`config.mk`:
```
export PLATFORM = sky130hd
export DESIGN_NAME = thermMon
export DESIGN_NICKNAME = d
export VERILOG_FILES = /design/src/rtl/thermPkg.sv /design/src/rtl/thermCtrl.sv /design/src/rtl/thermData.sv /design/src/rtl/thermMon.sv
export SDC_FILE = /design/constraint.sdc
export NUM_CORES = 1
export LEC_CHECK = 0
export BUFFER_PORTS_ARGS = -buffer_cell sky130_fd_sc_hd__buf_2
export CAP_MARGIN = 30
export CORE_ASPECT_RATIO = 1.25
export CORE_MARGIN = 8
export CORE_UTILIZATION = 52
export DETAILED_ROUTE_END_ITERATION = 12
export PLACE_DENSITY = 0.84
export SLEW_MARGIN = 5
export SYNTH_ARGS = -nofsm -noshare
export SYNTH_HDL_FRONTEND = slang
export SYNTH_SLANG_ARGS = --single-unit
```
`constraint.sdc`:
```
create_clock -name clk -period 2.35 [get_ports clk]
set_clock_uncertainty 0.1 [all_clocks]
set_input_delay 0.1175 -clock clk [delete_from_list [all_inputs] [get_ports clk]]
set_output_delay 0.1175 -clock clk [all_outputs]
set_load 0.005 [all_outputs]
```
`src/rtl/thermPkg.sv`:
```
`timescale 1ns/1ps
package thermPkg;
  localparam logic [7:0] CMD_TEMP    = 8'h00;
  localparam logic [7:0] CMD_STATUS  = 8'h01;
  localparam logic [7:0] CMD_CFG     = 8'h02;
  localparam logic [7:0] CMD_RATE    = 8'h03;
  localparam logic [7:0] CMD_HIGH    = 8'h04;
  localparam logic [7:0] CMD_LOW     = 8'h05;
  localparam logic [7:0] CMD_ONESHOT = 8'h0F;

  typedef enum logic {ST_IDLE, ST_BUSY} convStateT;

  typedef struct packed {
    logic loadSample;
    logic wrHigh;
    logic wrLow;
    logic clrStatus;
    logic rdEn;
  } strobeT;
endpackage

```
`src/rtl/thermCtrl.sv`:
```
`timescale 1ns/1ps
module thermCtrl
  import thermPkg::*;
#(
  parameter int DATA_W        = 8,
  parameter int TICKS_PER_SEC = 16,
  parameter int RATE_MAX      = 7,
  parameter int RATE_RST      = 4,
  localparam int RATE_W       = $clog2(RATE_MAX + 1),
  localparam int BASE_TICKS   = 16 * TICKS_PER_SEC,
  localparam int CNT_W        = $clog2(BASE_TICKS + 1)
) (
  input  logic              clk,
  input  logic              rstN,
  input  logic              tick,
  input  logic              cmdValid,
  input  logic              cmdWrite,
  input  logic [7:0]        cmdCode,
  input  logic [DATA_W-1:0] cmdWdata,
  input  logic              convDone,
  output logic              convStart,
  output strobeT            strobe,
  output logic              cfgStandby,
  output logic [RATE_W-1:0] rateCode,
  output logic              busy
);
  convStateT   state;
  logic        pend;
  logic        wrEn, rdReq, oneShot, rateWr, cfgWr, autoReq, startNow;
  logic [CNT_W-1:0] cnt;
  logic [CNT_W-1:0] intervalTab [RATE_MAX+1];
  logic [CNT_W-1:0] intervalM1;

  assign wrEn    = cmdValid && cmdWrite;
  assign rdReq   = cmdValid && !cmdWrite;
  assign oneShot = cmdValid && (cmdCode == CMD_ONESHOT);
  assign rateWr  = wrEn && (cmdCode == CMD_RATE);
  assign cfgWr   = wrEn && (cmdCode == CMD_CFG);

  // Interval per rate code: base period halved once per code step
  for (genvar g = 0; g <= RATE_MAX; g++) begin : gInterval
    assign intervalTab[g] = CNT_W'(BASE_TICKS >> g);
  end
  assign intervalM1 = intervalTab[rateCode] - CNT_W'(1);

  always_ff @(posedge clk) begin
    if (!rstN) begin
      cfgStandby <= 1'b0;
      rateCode   <= RATE_W'(RATE_RST);
    end else begin
      if (cfgWr) cfgStandby <= cmdWdata[0];
      if (rateWr) begin
        if (cmdWdata > DATA_W'(RATE_MAX)) rateCode <= RATE_W'(RATE_MAX);
        else                              rateCode <= cmdWdata[RATE_W-1:0];
      end
    end
  end

  // Auto-convert timebase
  always_ff @(posedge clk) begin
    if (!rstN) begin
      cnt <= '0;
    end else if (rateWr || cfgWr || cfgStandby) begin
      cnt <= '0;
    end else if (tick) begin
      if (cnt >= intervalM1) cnt <= '0;
      else                   cnt <= cnt + CNT_W'(1);
    end
  end

  assign autoReq  = tick && !cfgStandby && !rateWr && !cfgWr && (cnt >= intervalM1);
  assign startNow = (state == ST_IDLE) && (oneShot || pend || autoReq);

  // Conversion sequencing
  always_ff @(posedge clk) begin
    if (!rstN) begin
      state     <= ST_IDLE;
      pend      <= 1'b0;
      convStart <= 1'b0;
    end else begin
      convStart <= startNow;
      if (startNow) begin
        state <= ST_BUSY;
        pend  <= 1'b0;
      end else if (state == ST_BUSY) begin
        if (oneShot)  pend  <= 1'b1;
        if (convDone) state <= ST_IDLE;
      end
    end
  end

  assign busy = (state == ST_BUSY);

  always_comb begin
    strobe            = '0;
    strobe.loadSample = (state == ST_BUSY) && convDone;
    strobe.wrHigh     = wrEn && (cmdCode == CMD_HIGH);
    strobe.wrLow      = wrEn && (cmdCode == CMD_LOW);
    strobe.clrStatus  = rdReq && (cmdCode == CMD_STATUS);
    strobe.rdEn       = rdReq;
  end

  AST_START_ONE_CYCLE: assert property (@(posedge clk) disable iff (!rstN)
    convStart |=> !convStart);
  AST_PEND_RESTART: assert property (@(posedge clk) disable iff (!rstN)
    (state == ST_BUSY && convDone && (pend || oneShot)) |=> ##1 convStart);
  AST_STANDBY_QUIET: assert property (@(posedge clk) disable iff (!rstN)
    (cfgStandby && state == ST_IDLE && !pend && !oneShot) |=> !convStart);
  AST_IDLE_START: assert property (@(posedge clk) disable iff (!rstN)
    (state == ST_IDLE && oneShot) |=> (convStart && busy));
endmodule

```
`src/rtl/thermData.sv`:
```
`timescale 1ns/1ps
module thermData
  import thermPkg::*;
#(
  parameter int DATA_W          = 8,
  parameter int RATE_W          = 3,
  parameter logic [7:0] HIGH_RST = 8'h55,
  parameter logic [7:0] LOW_RST  = 8'hC9
) (
  input  logic              clk,
  input  logic              rstN,
  input  strobeT            strobe,
  input  logic [7:0]        cmdCode,
  input  logic [DATA_W-1:0] cmdWdata,
  input  logic [DATA_W-1:0] sample,
  input  logic              cfgStandby,
  input  logic [RATE_W-1:0] rateCode,
  input  logic              busy,
  output logic [DATA_W-1:0] rdData,
  output logic              alertN
);
  logic [DATA_W-1:0] tempReg, highReg, lowReg, statusWord, rdNext;
  logic statHigh, statLow, hitHigh, hitLow;

  assign hitHigh = $signed(sample) >= $signed(highReg);
  assign hitLow  = $signed(sample) <= $signed(lowReg);

  always_ff @(posedge clk) begin
    if (!rstN) begin
      tempReg  <= '0;
      highReg  <= DATA_W'(HIGH_RST);
      lowReg   <= DATA_W'(LOW_RST);
      statHigh <= 1'b0;
      statLow  <= 1'b0;
    end else begin
      if (strobe.loadSample) tempReg <= sample;
      if (strobe.wrHigh)     highReg <= cmdWdata;
      if (strobe.wrLow)      lowReg  <= cmdWdata;
      // a fresh violation wins over a clearing read in the same cycle
      if (strobe.loadSample && hitHigh) statHigh <= 1'b1;
      else if (strobe.clrStatus)        statHigh <= 1'b0;
      if (strobe.loadSample && hitLow)  statLow  <= 1'b1;
      else if (strobe.clrStatus)        statLow  <= 1'b0;
    end
  end

  always_comb begin
    statusWord         = '0;
    statusWord[0]      = statHigh;
    statusWord[1]      = statLow;
    statusWord[DATA_W-1] = busy;
  end

  always_comb begin
    case (cmdCode)
      CMD_TEMP:   rdNext = tempReg;
      CMD_STATUS: rdNext = statusWord;
      CMD_CFG:    rdNext = DATA_W'(cfgStandby);
      CMD_RATE:   rdNext = DATA_W'(rateCode);
      CMD_HIGH:   rdNext = highReg;
      CMD_LOW:    rdNext = lowReg;
      default:    rdNext = '0;
    endcase
  end

  always_ff @(posedge clk) begin
    if (!rstN)            rdData <= '0;
    else if (strobe.rdEn) rdData <= rdNext;
  end

  assign alertN = !(statHigh || statLow);

  AST_HIGH_ALERT: assert property (@(posedge clk) disable iff (!rstN)
    (strobe.loadSample && ($signed(sample) >= $signed(highReg))) |=> !alertN);
  AST_LOW_ALERT: assert property (@(posedge clk) disable iff (!rstN)
    (strobe.loadSample && ($signed(sample) <= $signed(lowReg))) |=> !alertN);
  AST_STICKY_HOLD: assert property (@(posedge clk) disable iff (!rstN)
    (statHigh && !strobe.clrStatus) |=> statHigh);
  AST_CLEAR_RELEASE: assert property (@(posedge clk) disable iff (!rstN)
    (strobe.clrStatus && !strobe.loadSample) |=> alertN);
endmodule

```
`src/rtl/thermMon.sv`:
```
`timescale 1ns/1ps
module thermMon
  import thermPkg::*;
#(
  parameter int DATA_W           = 8,
  parameter int TICKS_PER_SEC    = 16,
  parameter int RATE_MAX         = 7,
  parameter int RATE_RST         = 4,
  parameter logic [7:0] HIGH_RST = 8'h55,
  parameter logic [7:0] LOW_RST  = 8'hC9,
  localparam int RATE_W          = $clog2(RATE_MAX + 1)
) (
  input  logic              clk,
  input  logic              rstN,
  input  logic              tick,
  input  logic              cmdValid,
  input  logic              cmdWrite,
  input  logic [7:0]        cmdCode,
  input  logic [DATA_W-1:0] cmdWdata,
  output logic [DATA_W-1:0] rdData,
  output logic              convStart,
  input  logic              convDone,
  input  logic [DATA_W-1:0] convData,
  output logic              alertN
);
  strobeT            strobe;
  logic              cfgStandby, busy;
  logic [RATE_W-1:0] rateCode;

  thermCtrl #(
    .DATA_W(DATA_W), .TICKS_PER_SEC(TICKS_PER_SEC),
    .RATE_MAX(RATE_MAX), .RATE_RST(RATE_RST)
  ) ctrl_i (
    .clk(clk), .rstN(rstN), .tick(tick),
    .cmdValid(cmdValid), .cmdWrite(cmdWrite), .cmdCode(cmdCode), .cmdWdata(cmdWdata),
    .convDone(convDone), .convStart(convStart), .strobe(strobe),
    .cfgStandby(cfgStandby), .rateCode(rateCode), .busy(busy)
  );

  thermData #(
    .DATA_W(DATA_W), .RATE_W(RATE_W), .HIGH_RST(HIGH_RST), .LOW_RST(LOW_RST)
  ) data_i (
    .clk(clk), .rstN(rstN), .strobe(strobe),
    .cmdCode(cmdCode), .cmdWdata(cmdWdata), .sample(convData),
    .cfgStandby(cfgStandby), .rateCode(rateCode), .busy(busy),
    .rdData(rdData), .alertN(alertN)
  );
endmodule

```
## Yosys cells after proc, flatten, opt, wreduce, memory -nomap -nowiden

Memory sizes are Yosys's and may differ from the RTL's.
Index checks and enable logic that the tools add are counted.
Widths: inputs -> output; s select.

| cells by class | value |
|---|---|
| eq/ne operators | 6 |
| shift-type cells | 0 |
| multiplexer cells | 11 |
| order comparisons | 5 |
| multipliers | 0 |
| bitwise operators | 3 |
| reduce and logical (&&, ||, !) cells | 32 |
| div/mod/pow operators | 0 |
| add/subtract/negate cells | 2 |

Operators with widths:

| kind | number |
|---|---|
| $pmux 8 s6 | 1 |
| $mux 9 | 3 |
| $eq 8x2->1 const B | 2 |
| $eq 8x3->1 const B | 2 |
| $logic_and 1x1->1 | 16 |
| $add 9x1->9 const B | 1 |
| $ge 9x9->1 | 1 |
| $sub 9x1->9 const B | 1 |
| $eq 8x1->1 const B | 1 |
| $eq 8x4->1 const B | 1 |
| $ge 8x8->1 | 1 |
| $gt 8x3->1 const B | 1 |
| $le 8x8->1 | 1 |
| $logic_not 8->1 | 1 |
| $mux 1 | 6 |
| $logic_not 1->1 | 5 |
| $logic_or 1x1->1 | 5 |
| $ge 4x4->1 const B | 1 |
| $not 3->4 | 1 |
| $reduce_bool 2->1 | 2 |
| $reduce_or 2->1 | 2 |
| $mux 3 | 1 |
| $not 1->1 | 2 |
| $reduce_and 2->1 | 1 |

| storage, ports and cells | value |
|---|---|
| bits in writable memories | 0 |
| logic and storage cells | 72 |
| input port bits | 30 |
| bits in read-only memories | 72 |
| bits in registers | 50 |
| output and inout bits | 10 |
| bits in latches | 0 |
| memories kept | 1 |

Memory list:

| memory | words | bits a word | rd ports | clocked after memory_dff | write ports | RTL line | source |
|---|---|---|---|---|---|---|---|
| (no name shown) | 8 | 9 | 1 | 0 | 0 | thermCtrl.sv:44 | `assign intervalM1 = intervalTab[rateCode] - CNT_W'(1);` |

## Longest topological paths before layout

| depth | value |
|---|---|
| word-level depth | 10 |
| depth in mapped cells | 13 |
| mapped depth without buffers | 12 |

## Modules after synthesis

From an unflattened synthesis, not the netlist that was laid out.

| second synthesis, totals | value |
|---|---|
| cell total of the unflattened synthesis | 338 |
| area total of the unflattened synthesis | 3016.6 um^2 |

By module, submodules not included:

| module | sequential area each (um^2) | cells each | area each (um^2) | times used |
|---|---|---|---|---|
| thermData | 680.7 | 199 | 1885.6 | 1 |
| thermCtrl | 320.3 | 139 | 1131.1 | 1 |

## Worst setup path before layout

Ideal clock, no wire load.

| timing path | value |
|---|---|
| path type | register to register |
| start point | reg ctrl_i.rateCode[2] |
| end point | reg ctrl_i.state, in the netlist ctrl_i.busy |
| slack | -201 ps |
| arrival time | 2327 ps |
| required time | 2127 ps |
| stages on the path, launching flop included | 14 |
| library setup time | 123 ps |
| cells stage by stage | dfxtp_1 -> clkbuf_1 -> nand3_1 -> ha_1 -> inv_1 -> nand2_1 -> a21oi_1 -> a31oi_1 -> ha_1 -> a41oi_1 -> o21ai_0 -> a22oi_1 -> nand2b_2 -> o21ai_0 |

| between the ends | value |
|---|---|
| cells in the longest elaborated chain, start to end | 10 |

RTL lines:

| element | RTL line | source |
|---|---|---|
| from (decl) | thermCtrl.sv:24 | `output logic [RATE_W-1:0] rateCode,` |
| from (signal assigned) | thermCtrl.sv:49 | `rateCode <= RATE_W'(RATE_RST);` |
| from (signal assigned) | thermCtrl.sv:53 | `if (cmdWdata > DATA_W'(RATE_MAX)) rateCode <= RATE_W'(RATE_MAX);` |
| from (signal assigned) | thermCtrl.sv:54 | `else rateCode <= cmdWdata[RATE_W-1:0];` |
| $not 3->4 (implied by the code) | thermCtrl.sv:44 |  |
| $mem_v2 8x9 | - |  |
| $mux 9 (implied by the code) (2 in a row) | thermCtrl.sv:44 |  |
| $sub 9x1->9 | thermCtrl.sv:44 |  |
| $ge 9x9->1 | thermCtrl.sv:71 | `assign autoReq = tick && !cfgStandby && !rateWr && !cfgWr && (cnt >= intervalM1);` |
| $logic_and 1x1->1 | thermCtrl.sv:71 |  |
| $logic_or 1x1->1 | thermCtrl.sv:72 | `assign startNow = (state == ST_IDLE) && (oneShot \|\| pend \|\| autoReq);` |
| $logic_and 1x1->1 | thermCtrl.sv:72 |  |
| $mux 1 | thermCtrl.sv:82 | `if (startNow) begin` |
| to (signal assigned) | thermCtrl.sv:77 | `state <= ST_IDLE;` |
| to (signal assigned) | thermCtrl.sv:83 | `state <= ST_BUSY;` |
| to (signal assigned) | thermCtrl.sv:87 | `if (convDone) state <= ST_IDLE;` |
| to (decl) | thermCtrl.sv:27 | `convStateT state;` |

Every way passes these cells. The select of a mux whose other input is x is not followed.
A chain may end at the register's enable or synchronous reset.

## Worst setup path after layout

| timing path | value |
|---|---|
| start point | reg ctrl_i.rateCode[0] |
| end point | reg ctrl_i.convStart |

| between the ends | value |
|---|---|
| cells in the longest elaborated chain, start to end | 9 |

RTL lines:

| element | RTL line | source |
|---|---|---|
| $not 3->4 (implied by the code) | thermCtrl.sv:44 |  |
| $mem_v2 8x9 | - |  |
| $mux 9 (implied by the code) (2 in a row) | thermCtrl.sv:44 |  |
| $sub 9x1->9 | thermCtrl.sv:44 |  |
| $ge 9x9->1 | thermCtrl.sv:71 |  |
| $logic_and 1x1->1 | thermCtrl.sv:71 |  |
| $logic_or 1x1->1 | thermCtrl.sv:72 |  |
| $logic_and 1x1->1 | thermCtrl.sv:72 |  |
| to (signal assigned) | thermCtrl.sv:81 | `convStart <= startNow;` |
| to (decl) | thermCtrl.sv:21 | `output logic convStart,` |

Every way passes these cells. The select of a mux whose other input is x is not followed.

==> results by group <==
Status
  – Status: finished, final reports clean

Detailed routing
  – WL met1: 3.06 mm
  – Remaining DRCs: 0
  – Vias: ~2,500
  – Detail Route met3 WL: 339 µm
  – Detail Route Antenna Nets: 0
  – Drt via density: roughly 5.6
  – Top Layer Used: met4
  – Iter 0 DRT Violations: between 150 and 200
  – Drt pass-1 iters: 6
  – WL met2: ~3.3 mm
  – DR WL/cell: between 15 and 20 µm
  – WL final: just under 7 mm

STA
  – Setup_tns: 0 ps
  – Unrepaired setup endpoints after global routing: yes
  – Tcrit/Tclk final: between 90% and 100%
  – Fin. Hold Viols: 0
  – Final min period: approximately 2300 ps
  – Least-Margin Pin Slew: 568 ps
  – Max Freq: around 430 MHz
  – Slew HR: 62.1%
  – Max-slew violations: 0
  – Finish-stage setup viols: 0

Synthesis
  – Mean Syn Cell Area: approximately 9 µm²
  – Yosys Warn Count: 0
  – FF+latch count, synth: 50
  – Post-Syn Nets: 390
  – Mapped Cells: roughly 330
  – Async set-reset flop share out of synthesis: 0%
  – Post-Syn Area: between 2000 and 3000 µm²
  – Register area share after synthesis: 34.1%
  – Ys flop type: dfxtp_1
  – Post-synth EDFFs: 0
  – Synth cell types: 50

Die
  – Die Y: 100 µm
  – Die X-Extent: around 83 µm
  – Initial Utilization: a little over half
  – Core area: roughly 5400 µm²
  – Site Rows: 30
  – DIE AREA: between 8000 and 9000 µm²
  – I/O pin count: 40

Power
  – LEAKAGE: 0.00161 µW
  – PwrDens: 461 nW/µm²
  – Worst vdd ir: 0.240 mV

Setup path
  – R2R depth: 12
  – Setup CP Type: reg -> reg
  – Worst Setup Start Kind: register
  – Worst setup EP type: register
  – Crit-path max FO: 4
  – Req. time, crit path: 2440 ps
  – Critical Path AT: between 2000 and 2500 ps

Clock tree
  – Clk_lat worst skew: around 300 ps
  – H-tree depth: 2
  – Worst-path clk slew: 90 ps
  – Max Buffers Root-to-Sink: 2
  – CTS sink cnt: 50
  – Total CTS buffers: 5
  – TritonCTS clock tree: yes
  – Root Driver: clkbuf_8

Layout
  – Multi-input logic area: around 1800 µm²
  – Finished Core Util: between 60% and 70%
  – Commonest cells after routing, fill and taps aside: dfxtp_1, nand2_1, buf_2, mux2i_1, ha_1
  – Area growth, synth to finish: 19.9%
  – Most common cell after layout, fill and taps aside: dfxtp_1
  – Sequential Area: between 1000 and 1500 µm²
  – Nets: approximately 440
  – Layout fillers: around 430
  – Layout cells sized above 1: between 20% and 30%
  – ANT cells: 0

Global route
  – First-pass GRT wire length: between 10 and 15 mm
  – Gr usage total: between 10% and 20%
  – Vias in the first global route: 2,574
  – GR Overflow Total: 0
  – Largest net degree at the start of global routing: 25
  – Initial antenna violation count: 0

Placement
  – GP Congestion: around 0.85
  – IO buf count: 39
  – Hpwl dp: between 5 and 6 mm

Min path
  – Hold Crit Class: in -> reg
  – Worst hold path depth: 3

Job
  – Max Cap Viol: 0
==> path summary, 6_finish.rpt <==
| check | from | endpoint | slack [ps] |
|---|---|---|---|
| worst min register to register | data_i.rdData[0] | data_i.rdData[0] | 360 |
| worst max register to register | ctrl_i.rateCode[0] | ctrl_i.convStart | 50 |
| worst max-delay path | ctrl_i.rateCode[0] | ctrl_i.convStart | 50 |
| worst min-delay path | cmdWdata[1] | data_i.highReg[1] | 20 |
==> sequential cells by signal, indices dropped and copies added, names as in the netlist, 3 cells and up <==
| name | cells |
|---|---|
| data_i.tempReg | 8 |
| data_i.rdData | 8 |
| data_i.highReg | 8 |
| ctrl_i.rateCode | 3 |
| ctrl_i.cnt | 9 |
| data_i.lowReg | 8 |
==> layer usage <==
layer | vias to the layer above | global-route usage [%]
met5 | - | 0
met4 | 0 | 6.37
met3 | 13 | 3.16
met2 | 64 | 28.4
met1 | 1214 | 21.2
li1 | 1256 | -
==> final cells by class <==
class	instances	area share [%]
multi-input cells	247	52.1
flip-flops and latches	50	28.8
repair buffers	62	11.6
well taps	64	2.28
inverters	21	2.24
clock buffers	7	2.17
clock inverters	1	0.853
==> report_power, final <==
part | switching [µW] | leakage [µW] | total, µW | internal (µW)
clock | 283 | 0.0000524 | 602 | 319
sequential | 6.02 | 0.000405 | 853 | 847
combinational | 88.8 | 0.00115 | 167 | 78.2
total | 378 | 0.00161 | 1620 | 1240
==> logic make-up after synthesis <==
| group | synth area share (%) |
|---|---|
| adder cells (fa/ha/maj) | 11.1 |
| other | 0.128 |
| AND/OR/NAND/NOR | 22.9 |
| AO/OA/AOI/OAI | 13.5 |
| buffers and inverters | 4.82 |
| XOR/XNOR | 2.69 |
| multiplexers | 10.8 |
| flip-flops | 34.1 |
==> worst max-delay path: stages (launching register included) <==
cell      delay, ps
dfxtp_4         360
nand3b_1        160
ha_2            200
inv_2            70
nand2_2          60
o21ai_0         180
a21oi_1         100
ha_1            200
a41oi_2         170
o21ai_1          90
a22oi_2         240
nand2b_4        190
a21oi_2          50
==> synth_stat cells (3+ instances only) <==
| cell type | count | share of area, % |
|---|---|---|
| a21boi_0 | 10 | 2.6 |
| a21oi_1 | 12 | 2.0 |
| a22o_1 | 5 | 1.5 |
| clkbuf_1 | 14 | 1.8 |
| dfxtp_1 | 50 | 34 |
| ha_1 | 26 | 11 |
| inv_1 | 21 | 2.7 |
| mux2i_1 | 25 | 8.5 |
| mux4_2 | 3 | 2.3 |
| nand2_1 | 45 | 5.8 |
| nand3_1 | 7 | 1.2 |
| nand4_1 | 7 | 1.5 |
| nor2_1 | 23 | 2.9 |
| nor2b_1 | 17 | 3.6 |
| nor3_1 | 4 | 0.68 |
| o21ai_0 | 15 | 2.6 |
| xnor2_1 | 4 | 1.2 |
| xor2_1 | 5 | 1.5 |
==> repair_timing <==
item | 4_1_cts | 5_1_grt
setup endpoints to repair | 11 | 11
gates cloned | 0 | 0
buffers inserted | 1 | 0
endpoints found under the hold margin | 17 | 0
hold buffers | 16 | 0
resized for setup | 8 | 8
pin swaps | 6 | 6
==> stage by stage <==
step,instance area (µm²),cells,setup WS [ps],hold WS (ps),total power [µW]
final,3520,452,50.6,15.4,1620
after global routing,3520,452,-109,41.0,1680
after CTS,3500,452,3.90,7.25,1630
after detailed placement,3200,427,-90.2,273,1020
after global placement,3200,427,70.3,264,1020
after floorplan,2950,334,27.8,143,964
No activity file was read; power rests on OpenSTA's default activity.
